[src/rtl/spi_host_pkg.sv]
// Shared register offsets and engine state encoding for the SPI host.
// Assumes byte-granular offsets on an 8-bit address.
package spi_host_pkg;
    localparam logic [7:0] OFS_CFG   = 8'h0C;
    localparam logic [7:0] OFS_CTRL  = 8'h10;
    localparam logic [7:0] OFS_STAT  = 8'h14;
    localparam logic [7:0] OFS_START = 8'h18;
    localparam logic [7:0] OFS_RXD   = 8'h1C;
    localparam logic [7:0] OFS_TXD   = 8'h20;
    localparam logic [7:0] OFS_INFO  = 8'h24;
    localparam logic [7:0] OFS_CSEL  = 8'h28;

    localparam int START_TX_BIT = 16;
    localparam int START_RX_BIT = 17;

    typedef enum logic [1:0] {
        ENG_IDLE = 2'd0,
        ENG_WAIT = 2'd1,
        ENG_RUN  = 2'd2
    } eng_state_e;
endpackage

[src/rtl/spi_byte_fifo.sv]
// Byte queue with level output. A push when full and a pop when empty are
// dropped. Clear empties the queue and wins over push and pop.
// Assumes DEPTH >= 2; DEPTH need not be a power of two.
module spi_byte_fifo #(
    parameter int DEPTH = 8,
    parameter int WIDTH = 8,
    localparam int LVL_W = $clog2(DEPTH + 1),
    localparam int PTR_W = $clog2(DEPTH)
) (
    input  logic             clk,
    input  logic             rst_n,
    input  logic             clear_i,
    input  logic             push_i,
    input  logic [WIDTH-1:0] wdata_i,
    input  logic             pop_i,
    output logic [WIDTH-1:0] head_o,
    output logic             full_o,
    output logic             empty_o,
    output logic [LVL_W-1:0] level_o
);
    localparam logic [PTR_W-1:0] LAST = PTR_W'(DEPTH - 1);

    logic [WIDTH-1:0] mem_q [DEPTH];
    logic [PTR_W-1:0] wp_q, rp_q;
    logic [LVL_W-1:0] lvl_q;
    logic do_push, do_pop;

    assign full_o  = (lvl_q == LVL_W'(DEPTH));
    assign empty_o = (lvl_q == '0);
    assign level_o = lvl_q;
    assign head_o  = mem_q[rp_q];
    assign do_push = push_i && !full_o;
    assign do_pop  = pop_i && !empty_o;

    // Storage write; contents need no reset.
    always_ff @(posedge clk) begin
        if (do_push && !clear_i) mem_q[wp_q] <= wdata_i;
    end

    // Pointer and level bookkeeping.
    always_ff @(posedge clk) begin
        if (!rst_n || clear_i) begin
            wp_q  <= '0;
            rp_q  <= '0;
            lvl_q <= '0;
        end else begin
            if (do_push) wp_q <= (wp_q == LAST) ? '0 : wp_q + 1'b1;
            if (do_pop)  rp_q <= (rp_q == LAST) ? '0 : rp_q + 1'b1;
            if (do_push && !do_pop)      lvl_q <= lvl_q + 1'b1;
            else if (do_pop && !do_push) lvl_q <= lvl_q - 1'b1;
        end
    end

    assert_no_overflow_R2: assert property (@(posedge clk) disable iff (!rst_n)
        (full_o && push_i && !pop_i && !clear_i) |=> (level_o == $past(level_o)));
    assert_level_bound_R2: assert property (@(posedge clk) disable iff (!rst_n)
        level_o <= LVL_W'(DEPTH));
    assert_empty_pop_R3: assert property (@(posedge clk) disable iff (!rst_n)
        (empty_o && pop_i && !push_i && !clear_i) |=> empty_o);
endmodule

[src/rtl/spi_shift_engine.sv]
// Mode-0 shift engine. It checks queue readiness before every byte, shifts
// MSB first, samples input on rising edges and shifts on falling edges.
// Assumes the divider is changed only while idle.
module spi_shift_engine
    import spi_host_pkg::*;
#(
    parameter int DIV_W = 8,
    parameter int CNT_W = 8
) (
    input  logic             clk,
    input  logic             rst_n,
    input  logic             start_i,
    input  logic [CNT_W-1:0] cnt_i,
    input  logic             tx_en_i,
    input  logic             rx_en_i,
    input  logic [DIV_W-1:0] div_i,
    input  logic             tx_empty_i,
    input  logic [7:0]       tx_data_i,
    output logic             tx_pop_o,
    input  logic             rx_full_i,
    output logic             rx_push_o,
    output logic [7:0]       rx_data_o,
    output logic             busy_o,
    output logic             sclk_o,
    output logic             mosi_o,
    input  logic             miso_i
);
    eng_state_e       state_q;
    logic [CNT_W-1:0] remain_q;
    logic             tx_en_q, rx_en_q, sclk_q;
    logic [DIV_W-1:0] div_cnt_q;
    logic [2:0]       bit_q;
    logic [7:0]       txsh_q, rxsh_q;
    logic             can_go, tick, byte_end;

    assign can_go   = (!tx_en_q || !tx_empty_i) && (!rx_en_q || !rx_full_i);
    assign tick     = (div_cnt_q >= div_i);
    assign byte_end = (state_q == ENG_RUN) && tick && sclk_q && (bit_q == 3'd7);

    assign tx_pop_o  = (state_q == ENG_WAIT) && can_go && tx_en_q;
    assign rx_push_o = byte_end && rx_en_q;
    assign rx_data_o = rxsh_q;
    assign busy_o    = (state_q != ENG_IDLE);
    assign sclk_o    = sclk_q;
    assign mosi_o    = txsh_q[7];

    // Sequencer: idle, wait for queue readiness, run eight bit periods.
    always_ff @(posedge clk) begin
        if (!rst_n) begin
            state_q   <= ENG_IDLE;
            remain_q  <= '0;
            tx_en_q   <= 1'b0;
            rx_en_q   <= 1'b0;
            sclk_q    <= 1'b0;
            div_cnt_q <= '0;
            bit_q     <= '0;
            txsh_q    <= '0;
            rxsh_q    <= '0;
        end else begin
            unique case (state_q)
                ENG_IDLE: if (start_i) begin
                    remain_q <= cnt_i;
                    tx_en_q  <= tx_en_i;
                    rx_en_q  <= rx_en_i;
                    state_q  <= ENG_WAIT;
                end
                ENG_WAIT: if (can_go) begin
                    txsh_q    <= tx_en_q ? tx_data_i : 8'h00;
                    bit_q     <= '0;
                    div_cnt_q <= '0;
                    state_q   <= ENG_RUN;
                end
                ENG_RUN: begin
                    if (!tick) begin
                        div_cnt_q <= div_cnt_q + 1'b1;
                    end else begin
                        div_cnt_q <= '0;
                        if (!sclk_q) begin
                            sclk_q <= 1'b1;
                            rxsh_q <= {rxsh_q[6:0], miso_i};
                        end else begin
                            sclk_q <= 1'b0;
                            if (bit_q == 3'd7) begin
                                remain_q <= remain_q - 1'b1;
                                state_q  <= (remain_q == CNT_W'(1)) ? ENG_IDLE : ENG_WAIT;
                            end else begin
                                txsh_q <= {txsh_q[6:0], 1'b0};
                                bit_q  <= bit_q + 1'b1;
                            end
                        end
                    end
                end
                default: state_q <= ENG_IDLE;
            endcase
        end
    end

    assert_rx_room_R6: assert property (@(posedge clk) disable iff (!rst_n)
        rx_push_o |-> !rx_full_i);
    assert_tx_hold_R5: assert property (@(posedge clk) disable iff (!rst_n)
        (state_q == ENG_WAIT && tx_en_q && tx_empty_i) |=> (!sclk_o && busy_o));
    assert_idle_low_R1: assert property (@(posedge clk) disable iff (!rst_n)
        !busy_o |-> !sclk_o);
    assert_phase_hold_R12: assert property (@(posedge clk) disable iff (!rst_n)
        (state_q == ENG_RUN && !tick) |=> $stable(sclk_o));
endmodule

[src/rtl/spi_host_regs.sv]
// Register decode. It holds the divider and the chip-select bits, turns
// accesses into queue strobes and start requests, and muxes read data.
// Assumes the strobes last one cycle per access.
module spi_host_regs
    import spi_host_pkg::*;
#(
    parameter int DEPTH  = 8,
    parameter int NUM_CS = 4,
    parameter int DIV_W  = 8,
    parameter int CNT_W  = 8,
    localparam int LVL_W = $clog2(DEPTH + 1)
) (
    input  logic              clk,
    input  logic              rst_n,
    input  logic              we_i,
    input  logic              re_i,
    input  logic [7:0]        addr_i,
    input  logic [31:0]       wdata_i,
    output logic [31:0]       rdata_o,
    input  logic              busy_i,
    input  logic [LVL_W-1:0]  tx_level_i,
    input  logic [LVL_W-1:0]  rx_level_i,
    input  logic [7:0]        rx_head_i,
    input  logic              rx_empty_i,
    output logic              tx_push_o,
    output logic [7:0]        tx_wdata_o,
    output logic              rx_pop_o,
    output logic              tx_clear_o,
    output logic              rx_clear_o,
    output logic              start_o,
    output logic [CNT_W-1:0]  start_cnt_o,
    output logic              start_tx_o,
    output logic              start_rx_o,
    output logic [DIV_W-1:0]  div_o,
    output logic [NUM_CS-1:0] cs_no
);
    logic [DIV_W-1:0]  div_q;
    logic [NUM_CS-1:0] cs_q;

    assign tx_push_o   = we_i && (addr_i == OFS_TXD);
    assign tx_wdata_o  = wdata_i[7:0];
    assign rx_pop_o    = re_i && (addr_i == OFS_RXD);
    assign tx_clear_o  = we_i && (addr_i == OFS_CTRL) && wdata_i[0];
    assign rx_clear_o  = we_i && (addr_i == OFS_CTRL) && wdata_i[1];
    assign start_cnt_o = wdata_i[CNT_W-1:0];
    assign start_tx_o  = wdata_i[START_TX_BIT];
    assign start_rx_o  = wdata_i[START_RX_BIT];
    assign start_o     = we_i && (addr_i == OFS_START) && !busy_i
                         && (wdata_i[CNT_W-1:0] != '0);
    assign div_o       = div_q;
    assign cs_no       = cs_q;

    // Configuration and chip-select storage; chip select frozen while busy.
    always_ff @(posedge clk) begin
        if (!rst_n) begin
            div_q <= '0;
            cs_q  <= '1;
        end else if (we_i) begin
            if (addr_i == OFS_CFG)              div_q <= wdata_i[DIV_W-1:0];
            if (addr_i == OFS_CSEL && !busy_i)  cs_q  <= wdata_i[NUM_CS-1:0];
        end
    end

    // Read data mux.
    always_comb begin
        rdata_o = '0;
        unique case (addr_i)
            OFS_CFG:  rdata_o = 32'(div_q);
            OFS_STAT: rdata_o = 32'(busy_i) | (32'(tx_level_i) << 8) | (32'(rx_level_i) << 16);
            OFS_RXD:  rdata_o = rx_empty_i ? 32'h0 : 32'(rx_head_i);
            OFS_INFO: rdata_o = (32'(DEPTH) & 32'hFF) | ((32'(DEPTH) & 32'hFF) << 8);
            OFS_CSEL: rdata_o = 32'(cs_q);
            default:  rdata_o = '0;
        endcase
    end

    assert_cs_frozen_R9: assert property (@(posedge clk) disable iff (!rst_n)
        busy_i |=> $stable(cs_no));
    assert_start_ignored_R8: assert property (@(posedge clk) disable iff (!rst_n)
        busy_i |-> !start_o);
endmodule

[src/rtl/spi_host_ctrl.sv]
// SPI host top: register decode, transmit and receive byte queues, and the
// shift engine. Assumes a synchronous active-low reset and single-cycle strobes.
module spi_host_ctrl #(
    parameter int FIFO_DEPTH = 8,
    parameter int NUM_CS     = 4,
    parameter int DIV_W      = 8,
    parameter int CNT_W      = 8
) (
    input  logic              clk_i,
    input  logic              rst_ni,
    input  logic              reg_we_i,
    input  logic              reg_re_i,
    input  logic [7:0]        reg_addr_i,
    input  logic [31:0]       reg_wdata_i,
    output logic [31:0]       reg_rdata_o,
    output logic              sclk_o,
    output logic              mosi_o,
    input  logic              miso_i,
    output logic [NUM_CS-1:0] cs_no
);
    localparam int LVL_W = $clog2(FIFO_DEPTH + 1);

    logic             busy, start, start_tx, start_rx;
    logic [CNT_W-1:0] start_cnt;
    logic [DIV_W-1:0] div;
    logic             tx_push, tx_pop, tx_clear, tx_full, tx_empty;
    logic             rx_push, rx_pop, rx_clear, rx_full, rx_empty;
    logic [7:0]       tx_wdata, tx_head, rx_wdata, rx_head;
    logic [LVL_W-1:0] tx_level, rx_level;

    spi_host_regs #(
        .DEPTH(FIFO_DEPTH), .NUM_CS(NUM_CS), .DIV_W(DIV_W), .CNT_W(CNT_W)
    ) u_regs (
        .clk(clk_i), .rst_n(rst_ni), .we_i(reg_we_i), .re_i(reg_re_i),
        .addr_i(reg_addr_i), .wdata_i(reg_wdata_i), .rdata_o(reg_rdata_o),
        .busy_i(busy), .tx_level_i(tx_level), .rx_level_i(rx_level),
        .rx_head_i(rx_head), .rx_empty_i(rx_empty),
        .tx_push_o(tx_push), .tx_wdata_o(tx_wdata), .rx_pop_o(rx_pop),
        .tx_clear_o(tx_clear), .rx_clear_o(rx_clear),
        .start_o(start), .start_cnt_o(start_cnt), .start_tx_o(start_tx),
        .start_rx_o(start_rx), .div_o(div), .cs_no(cs_no)
    );

    spi_byte_fifo #(.DEPTH(FIFO_DEPTH), .WIDTH(8)) u_tx_fifo (
        .clk(clk_i), .rst_n(rst_ni), .clear_i(tx_clear),
        .push_i(tx_push), .wdata_i(tx_wdata), .pop_i(tx_pop),
        .head_o(tx_head), .full_o(tx_full), .empty_o(tx_empty), .level_o(tx_level)
    );

    spi_byte_fifo #(.DEPTH(FIFO_DEPTH), .WIDTH(8)) u_rx_fifo (
        .clk(clk_i), .rst_n(rst_ni), .clear_i(rx_clear),
        .push_i(rx_push), .wdata_i(rx_wdata), .pop_i(rx_pop),
        .head_o(rx_head), .full_o(rx_full), .empty_o(rx_empty), .level_o(rx_level)
    );

    spi_shift_engine #(.DIV_W(DIV_W), .CNT_W(CNT_W)) u_engine (
        .clk(clk_i), .rst_n(rst_ni), .start_i(start), .cnt_i(start_cnt),
        .tx_en_i(start_tx), .rx_en_i(start_rx), .div_i(div),
        .tx_empty_i(tx_empty), .tx_data_i(tx_head), .tx_pop_o(tx_pop),
        .rx_full_i(rx_full), .rx_push_o(rx_push), .rx_data_o(rx_wdata),
        .busy_o(busy), .sclk_o(sclk_o), .mosi_o(mosi_o), .miso_i(miso_i)
    );

    assert_txq_unused_R2: assert property (@(posedge clk_i) disable iff (!rst_ni)
        tx_pop |-> !tx_empty);
endmodule

[config.mk]
export PLATFORM = sky130hd
export DESIGN_NAME = spi_host_ctrl
export DESIGN_NICKNAME = d
export VERILOG_FILES = /design/src/rtl/spi_host_pkg.sv /design/src/rtl/spi_byte_fifo.sv /design/src/rtl/spi_shift_engine.sv /design/src/rtl/spi_host_regs.sv /design/src/rtl/spi_host_ctrl.sv
export SDC_FILE = /design/constraint.sdc
export NUM_CORES = 1
export LEC_CHECK = 0
export CORE_AREA = 2 2 136 138
export DETAILED_ROUTE_END_ITERATION = 8
export DIE_AREA = 0 0 138 140
export GPL_TIMING_DRIVEN = 1
export HOLD_SLACK_MARGIN = 0.02
export PLACE_DENSITY = 0.79
export SYNTH_ARGS = -nofsm -noshare
export SYNTH_HDL_FRONTEND = slang
export SYNTH_SLANG_ARGS = --single-unit
export TNS_END_PERCENT = 1
[constraint.sdc]
create_clock -name clk_i -period 3.15 [get_ports clk_i]
set_input_delay 0.4725 -clock clk_i [delete_from_list [all_inputs] [get_ports clk_i]]
set_output_delay 0.4725 -clock clk_i [all_outputs]
set_load 0.005 [all_outputs]
# Word level (Yosys, flattened, before mapping)
# Memories as Yosys holds them, arrays and structs flattened. A register that Yosys moved wholly into a read port is not among the register bits.
# Index checks and enable logic that the tools add are counted.
word_totals:
  regBits: 72
  ram_bits: 128
  input_bits: 45
  output_inout_bits: 38
  word_cells: 165
  mem_count: 2
memory_table:
  columns: ["name", "depth", "word_bits", "read_ports", "rd_ports_with_merged_regs", "write_ports", "line", "rtl"]
  rows:
  - ["u_rx_fifo.mem_q", 8, 8, 1, 1, 1, "spi_byte_fifo.sv:23", "logic [WIDTH-1:0] mem_q [DEPTH];"]
  - ["u_tx_fifo.mem_q", 8, 8, 1, 1, 1, "spi_byte_fifo.sv:23", null]
op_classes:
  n_addsub: 11
  magnitude_cmp: 1
  eq_ne: 24
  n_mux: 45
  bitwise: 3
  reduce_logical: 62
op_table:
  columns: ["op", "count"]
  rows:
  - ["$pmux 32 s5", 1]
  - ["$mux 8", 12]
  - ["$pmux 8 s2", 3]
  - ["$mux 3", 12]
  - ["$eq 8x5->1 const B", 4]
  - ["$or 32x20->32", 1]
  - ["$logic_and 1x1->1", 26]
  - ["$eq 8x6->1 const B", 3]
  - ["$mux 4", 4]
  - ["$add 3x1->3 const B", 5]
  - ["$eq 3x3->1 const B", 5]
  - ["$reduce_and 5->1", 3]
  - ["$logic_not 1->1", 14]
  - ["$or 1x12->12", 1]
  - ["$mux 2", 5]
  - ["$reduce_and 2->1", 5]
  - ["$reduce_bool 2->1", 5]
  - ["$add 4x1->4 const B", 2]
  - ["$add 8x1->8 const B", 1]
  - ["$eq 4x4->1 const B", 2]
  - ["$eq 8x1->1 const B", 1]
  - ["$eq 8x4->1 const B", 1]
  - ["$ge 8x8->1", 1]
  - ["$logic_not 4->1", 2]
  - ["14 further kinds", 27]

# Logic depth before layout (Yosys ltp)
depth:
  word_depth: 10
  mapped_depth: 14
  mapped_depth_nobuf: 14

# Cells and area by module
# From an unflattened synthesis, not the netlist that was laid out.
unflattened:
  cells_unflattened: 761
  area_unflattened_um2: 9794.4
by_module_without_submodules:
  columns: ["mod", "instances", "cells_each", "area_per_inst_um2"]
  rows:
  - ["spi_byte_fifo", 2, 171, 3181.8]
  - ["spi_shift_engine", 1, 274, 2282.2]
  - ["spi_host_regs", 1, 145, 1148.6]

# Worst setup path before layout
# No wires, ideal clock.
synth_timing:
  path_type: "register to register"
  from: "register u_engine.div_cnt_q[0]"
  to: "register u_rx_fifo.lvl_q[3], in the netlist u_rx_fifo.level_o[3]"
  t_arrival_ns: 3.177
  slack_ns: -0.100
  stages_incl_launch_ff: 15
  path_buffers: 0
  synth_period_minus_slack_ns: 3.250
  path_cell_list: "dfxtp_1 inv_1 ha_1 nand2b_1 a2111o_1 a32oi_2 nor3_4 ha_1 inv_1 ha_1 a21o_1 a21oi_1 xnor2_1 or3_1 a21oi_1"
synth_via:
  elab_chain_len: 9
  elab_cells_between_ends: 11
synth_lines:
  columns: ["element", "line", "rtl"]
  rows:
  - ["start, declared", "spi_shift_engine.sv:31", "logic [DIV_W-1:0] div_cnt_q;"]
  - ["start signal, assigned", "spi_shift_engine.sv:75", "div_cnt_q <= div_cnt_q + 1'b1;"]
  - ["$ge 8x8->1 *", "spi_shift_engine.sv:37", "assign tick = (div_cnt_q >= div_i);"]
  - ["$logic_and 1x1->1 * (3 in a row)", "spi_shift_engine.sv:38", "assign byte_end = (state_q == ENG_RUN) && tick && sclk_q && (bit_q == 3'd7);"]
  - ["$logic_and 1x1->1 *", "spi_shift_engine.sv:41", "assign rx_push_o = byte_end && rx_en_q;"]
  - ["$logic_and 1x1->1 *", "spi_byte_fifo.sv:32", "assign do_push = push_i && !full_o;"]
  - ["via u_rx_fifo.do_push", "spi_byte_fifo.sv:26", "logic do_push, do_pop;"]
  - ["$logic_not 1->1", "spi_byte_fifo.sv:50", "else if (do_pop && !do_push) lvl_q <= lvl_q - 1'b1;"]
  - ["$logic_and 1x1->1", "spi_byte_fifo.sv:50", null]
  - ["$reduce_bool 2->1 (no line)", null, null]
  - ["end signal, assigned", "spi_byte_fifo.sv:49", "if (do_push && !do_pop) lvl_q <= lvl_q + 1'b1;"]
  - ["end signal, assigned", "spi_byte_fifo.sv:50", null]
  - ["end, declared", "spi_byte_fifo.sv:25", "logic [LVL_W-1:0] lvl_q;"]
# The timed path passes the listed nets; every way through them passes the cells marked *.
# A chain may end at the register's enable or synchronous reset.

# Final worst setup path
layout_timing:
  from: "input reg_addr_i[3]"
  to: "output reg_rdata_o[4]"
layout_via:
  elab_chain_len: 2
  elab_cells_between_ends: 6
layout_lines:
  columns: ["element", "line", "rtl"]
  rows:
  - ["start, declared", "spi_host_ctrl.sv:13", "input logic [7:0] reg_addr_i,"]
  - ["$eq 8x6->1 (tied with other cells)", "spi_host_regs.sv:67", "unique case (addr_i)"]
  - ["$pmux 32 s5 *", "spi_host_regs.sv:67", null]
  - ["end, declared", "spi_host_ctrl.sv:15", "output logic [31:0] reg_rdata_o,"]
# Mark *: on every way between the ends. The rest lies on a longest branch, timed or not.

==> results.py <==
metrics = {
    "synthesis": {
        "syn_area_per_cell_um2": 13.0,
        "postSynthCellCount": 710,
        "synth_cell_types": 67,
        "yosysSeqAreaShare": 0.588,
        "synth_edf_count": 128,
        "yosys_register_bits": 206,
        "syn_area_mm2": 0.00920,
        "ys.flop_type": "edfxtp_1",
        "async_flop_share": 0,
        "yosys_warnings": 0,
    },
    "global_route": {
        "grt_pass1_vias": 6216,
        "grt_start_max_net_pins": 22,
        "overflow": 0,
        "antenna_found_initial": 0,
        "grt_usage": 0.208,
        "grt_pass1_wl_mm": 32.2,
    },
    "route": {
        "first_iter_violations": 491,
        "drc": 0,
        "dr.pass1.iters": 4,
        "wl_per_cell_um": 19.6,
        "drt_wl_total_mm": 20.4,
        "vias_per_cell": 5.85,
        "vias": 6081,
        "antenna_left": 0,
    },
    "layout": {
        "final_cell_mix": "edfxtp_1 (128), dfxtp_1 (78), nand2_1 (57)",
        "area_growth_pct": 18.4,
        "drive_gt1_frac": 0.163,
        "layout.nets": 875,
        "n_fill_cell": 1333,
        "final_common_cell": "edfxtp_1",
        "fin_area_mm2": 0.0109,
        "antennaDiodeCount": 0,
    },
    "pwr": {
        "clkPwrFrac": 0.467,
        "p_per_area_mw_per_mm2": 536,
        "leakage_nw": 3.80,
        "p_comb_frac": 0.040,
        "irDropWorstVdd_uv": 471,
        "power_frac_seq": 0.493,
        "intPower_mw": 4.70,
        "switching_power_mw": 1.14,
        "switching_share": 0.195,
    },
    "critical_path": {
        "worstPathMaxFanout": 6,
        "cp_top_family": "buffers and inverters",
        "cp-start-kind": "primary input",
        "worstPathArrival_ps": 2630,
        "path_buf_inv": 4,
        "criticalPathCategory": "primary input to output port",
        "crit_slowest_cell": "clkdlybuf4s50_1",
        "path_cells": "clkdlybuf4s50_1 -> nor3b_2 -> buf_4 -> and4b_2 -> buf_4 -> nand2_1 -> o21ai_0 -> clkdlybuf4s50_1",
        "crit_required_ps": 2680,
        "worst_path_largest_cell_delay_ps": 560,
        "cp-end-kind": "output port",
    },
    "sta": {
        "slew_headroom": 0.445,
        "rsz0062_at_grt": "true",
        "skew_ps": 7.33,
        "finalSetupViolations": 0,
        "finalHoldViolCount": 0,
        "whs_ps": 473,
        "finalCritPeriodShare": 0.984,
        "fmax_mhz": 323,
        "worst_slew_pin_slew_ps": 830,
        "slew_violations": 0,
        "min_period_ps": 3100,
    },
    "cts": {
        "cts_htree_levels": 1,
        "cts.path.max_buffers": 3,
        "cts_tree": "yes",
        "insertion_delay_ps": 490,
        "root_buffer": "clkbuf_16",
        "cts_sinks": 206,
        "numCtsBuffers": 21,
        "cts.clk_slew.worst_paths_ps": 60,
    },
    "placed_design": {
        "gp_congestion": 0.905,
        "dp_hpwl_mm": 14.3,
        "place_area_mm2": 0.0101,
        "io_buffers": 44,
    },
    "floorplanning": {
        "rows": 49,
        "coreArea_mm2": 0.0178,
        "die_y_um": 140,
        "io_pins": 83,
        "dieArea_mm2": 0.0193,
        "initial_core_util": 0.517,
        "dieWidth_um": 138,
    },
    "worst_hold_path": {
        "hp-class": "register to register",
    },
    "flow_run": {
        "cap_violations": 0,
    },
    "outcome": {
        "status": "finished, final reports clean",
    },
}
registers in the layout, indices dropped and copies added (netlist names), 4 cells and up, named ones only:
register and count:
u_engine.div_cnt_q 8, u_engine.remain_q 8, u_engine.rx_data_o 8, u_engine.txsh_q 8, u_regs.cs_no 4, u_regs.div_o 8, u_rx_fifo.level_o 4, u_rx_fifo.mem_q 64
u_tx_fifo.level_o 4, u_tx_fifo.mem_q 64
worst min-delay path, delay by kind of cell (launching register included):
| family | cells | cell delay (ps) |
|---|---|---|
| simple gates | 1 | 60 |
| compound gates | 1 | 60 |
| flops | 1 | 310 |
cells by family (layout without fill, tap and decap cells):
family,Yosys count,after routing,share of synthesized area
flops,206,206,0.588
other cells,1,16,0.000408
xor+xnor,13,13,0.0124
simple gates,207,207,0.115
buf+inv,63,148,0.0333
compound gates,114,114,0.0811
mux,72,72,0.122
fa+ha+maj,34,34,0.0479
through the flow:
| step | worst slack, ps | setup TNS [ps] | util | std cells | total power [mW] |
|---|---|---|---|---|---|
| after detailed placement | -123 | -192 | 0.569 | 1002 | 3.16 |
| after global routing | -51.6 | -110 | 0.612 | 1039 | 6.01 |
| final | 50.2 | 0 | 0.612 | 1039 | 5.84 |
| after global placement | -57.1 | -57.1 | 0.569 | 1002 | 3.15 |
| after floorplan | 5.19 | 0 | - | 725 | 3.06 |
| after CTS | 12.2 | 0 | 0.611 | 1039 | 5.87 |
worst paths after layout:
check | startpoint | end | slack, ps | cells after the start
worst max-delay path | reg_addr_i[3] | reg_rdata_o[4] | 50 | 8
worst min-delay path | u_engine.remain_q[6] | u_engine.remain_q[6] | 470 | 2
worst max register to register | u_engine.div_cnt_q[0] | u_rx_fifo.level_o[3] | 100 | 14
worst min register to register | u_engine.remain_q[6] | u_engine.remain_q[6] | 470 | 2
synth_stat cells, drive strengths merged (3+ instances only):
cell type | instances | area [µm²]
nand2 | 57 | 214
inv | 21 | 78.8
and3 | 9 | 57.6
nor4 | 3 | 18.8
mux4 | 32 | 721
xnor2 | 5 | 43.8
a21oi | 35 | 175
xor2 | 8 | 70.1
or4 | 3 | 22.5
nor3 | 16 | 91.3
a21boi | 14 | 109
or3 | 5 | 36.3
nand3 | 18 | 90.1
buf | 28 | 175
o22ai | 3 | 18.8
nor2 | 52 | 205
mux2i | 39 | 390
dfxtp | 78 | 1560
edfxtp | 128 | 3840
and2 | 10 | 62.6
nand2b | 9 | 56.3
nor2b | 9 | 56.3
a21o | 3 | 22.5
o21ai | 32 | 164
nand3b | 3 | 22.5
clkbuf | 14 | 52.6
a32oi | 3 | 33.8
ha | 32 | 400
a22oi | 4 | 30.0
and3b | 3 | 26.3
nand4 | 4 | 25.0
power by group through the flow:
stage	registers, mW	clock network (mW)	logic [mW]
after global routing	2.88	2.88	0.249
final	2.88	2.73	0.231
after detailed placement	2.94	0	0.226
after floorplan	2.93	0	0.130
after global placement	2.93	0	0.214
after CTS	2.88	2.77	0.227
metal layers:
metal  GRT usage  share of wire
met5           0              0
met4      0.0741          0.031
met3      0.0338          0.057
met2       0.379           0.52
met1       0.252           0.39
layout make-up:
cell class	count	area, µm²	share of cell area
inverter	21	78.8	0.00724
sequential	206	5410	0.496
tap	229	287	0.0263
timing repair buffer	90	786	0.0722
clock buffer	26	554	0.0509
multi-input combinational	456	3570	0.328
clock inverter	11	208	0.0191
repair_timing:
item / 4_1_cts / 5_1_grt
hold buffers: 0 / 0
setup endpoints to repair: 0 / 24
buffers inserted: 0 / 0
gates resized for setup: 0 / 6
Note: power is estimated with default switching activity, not from simulation.
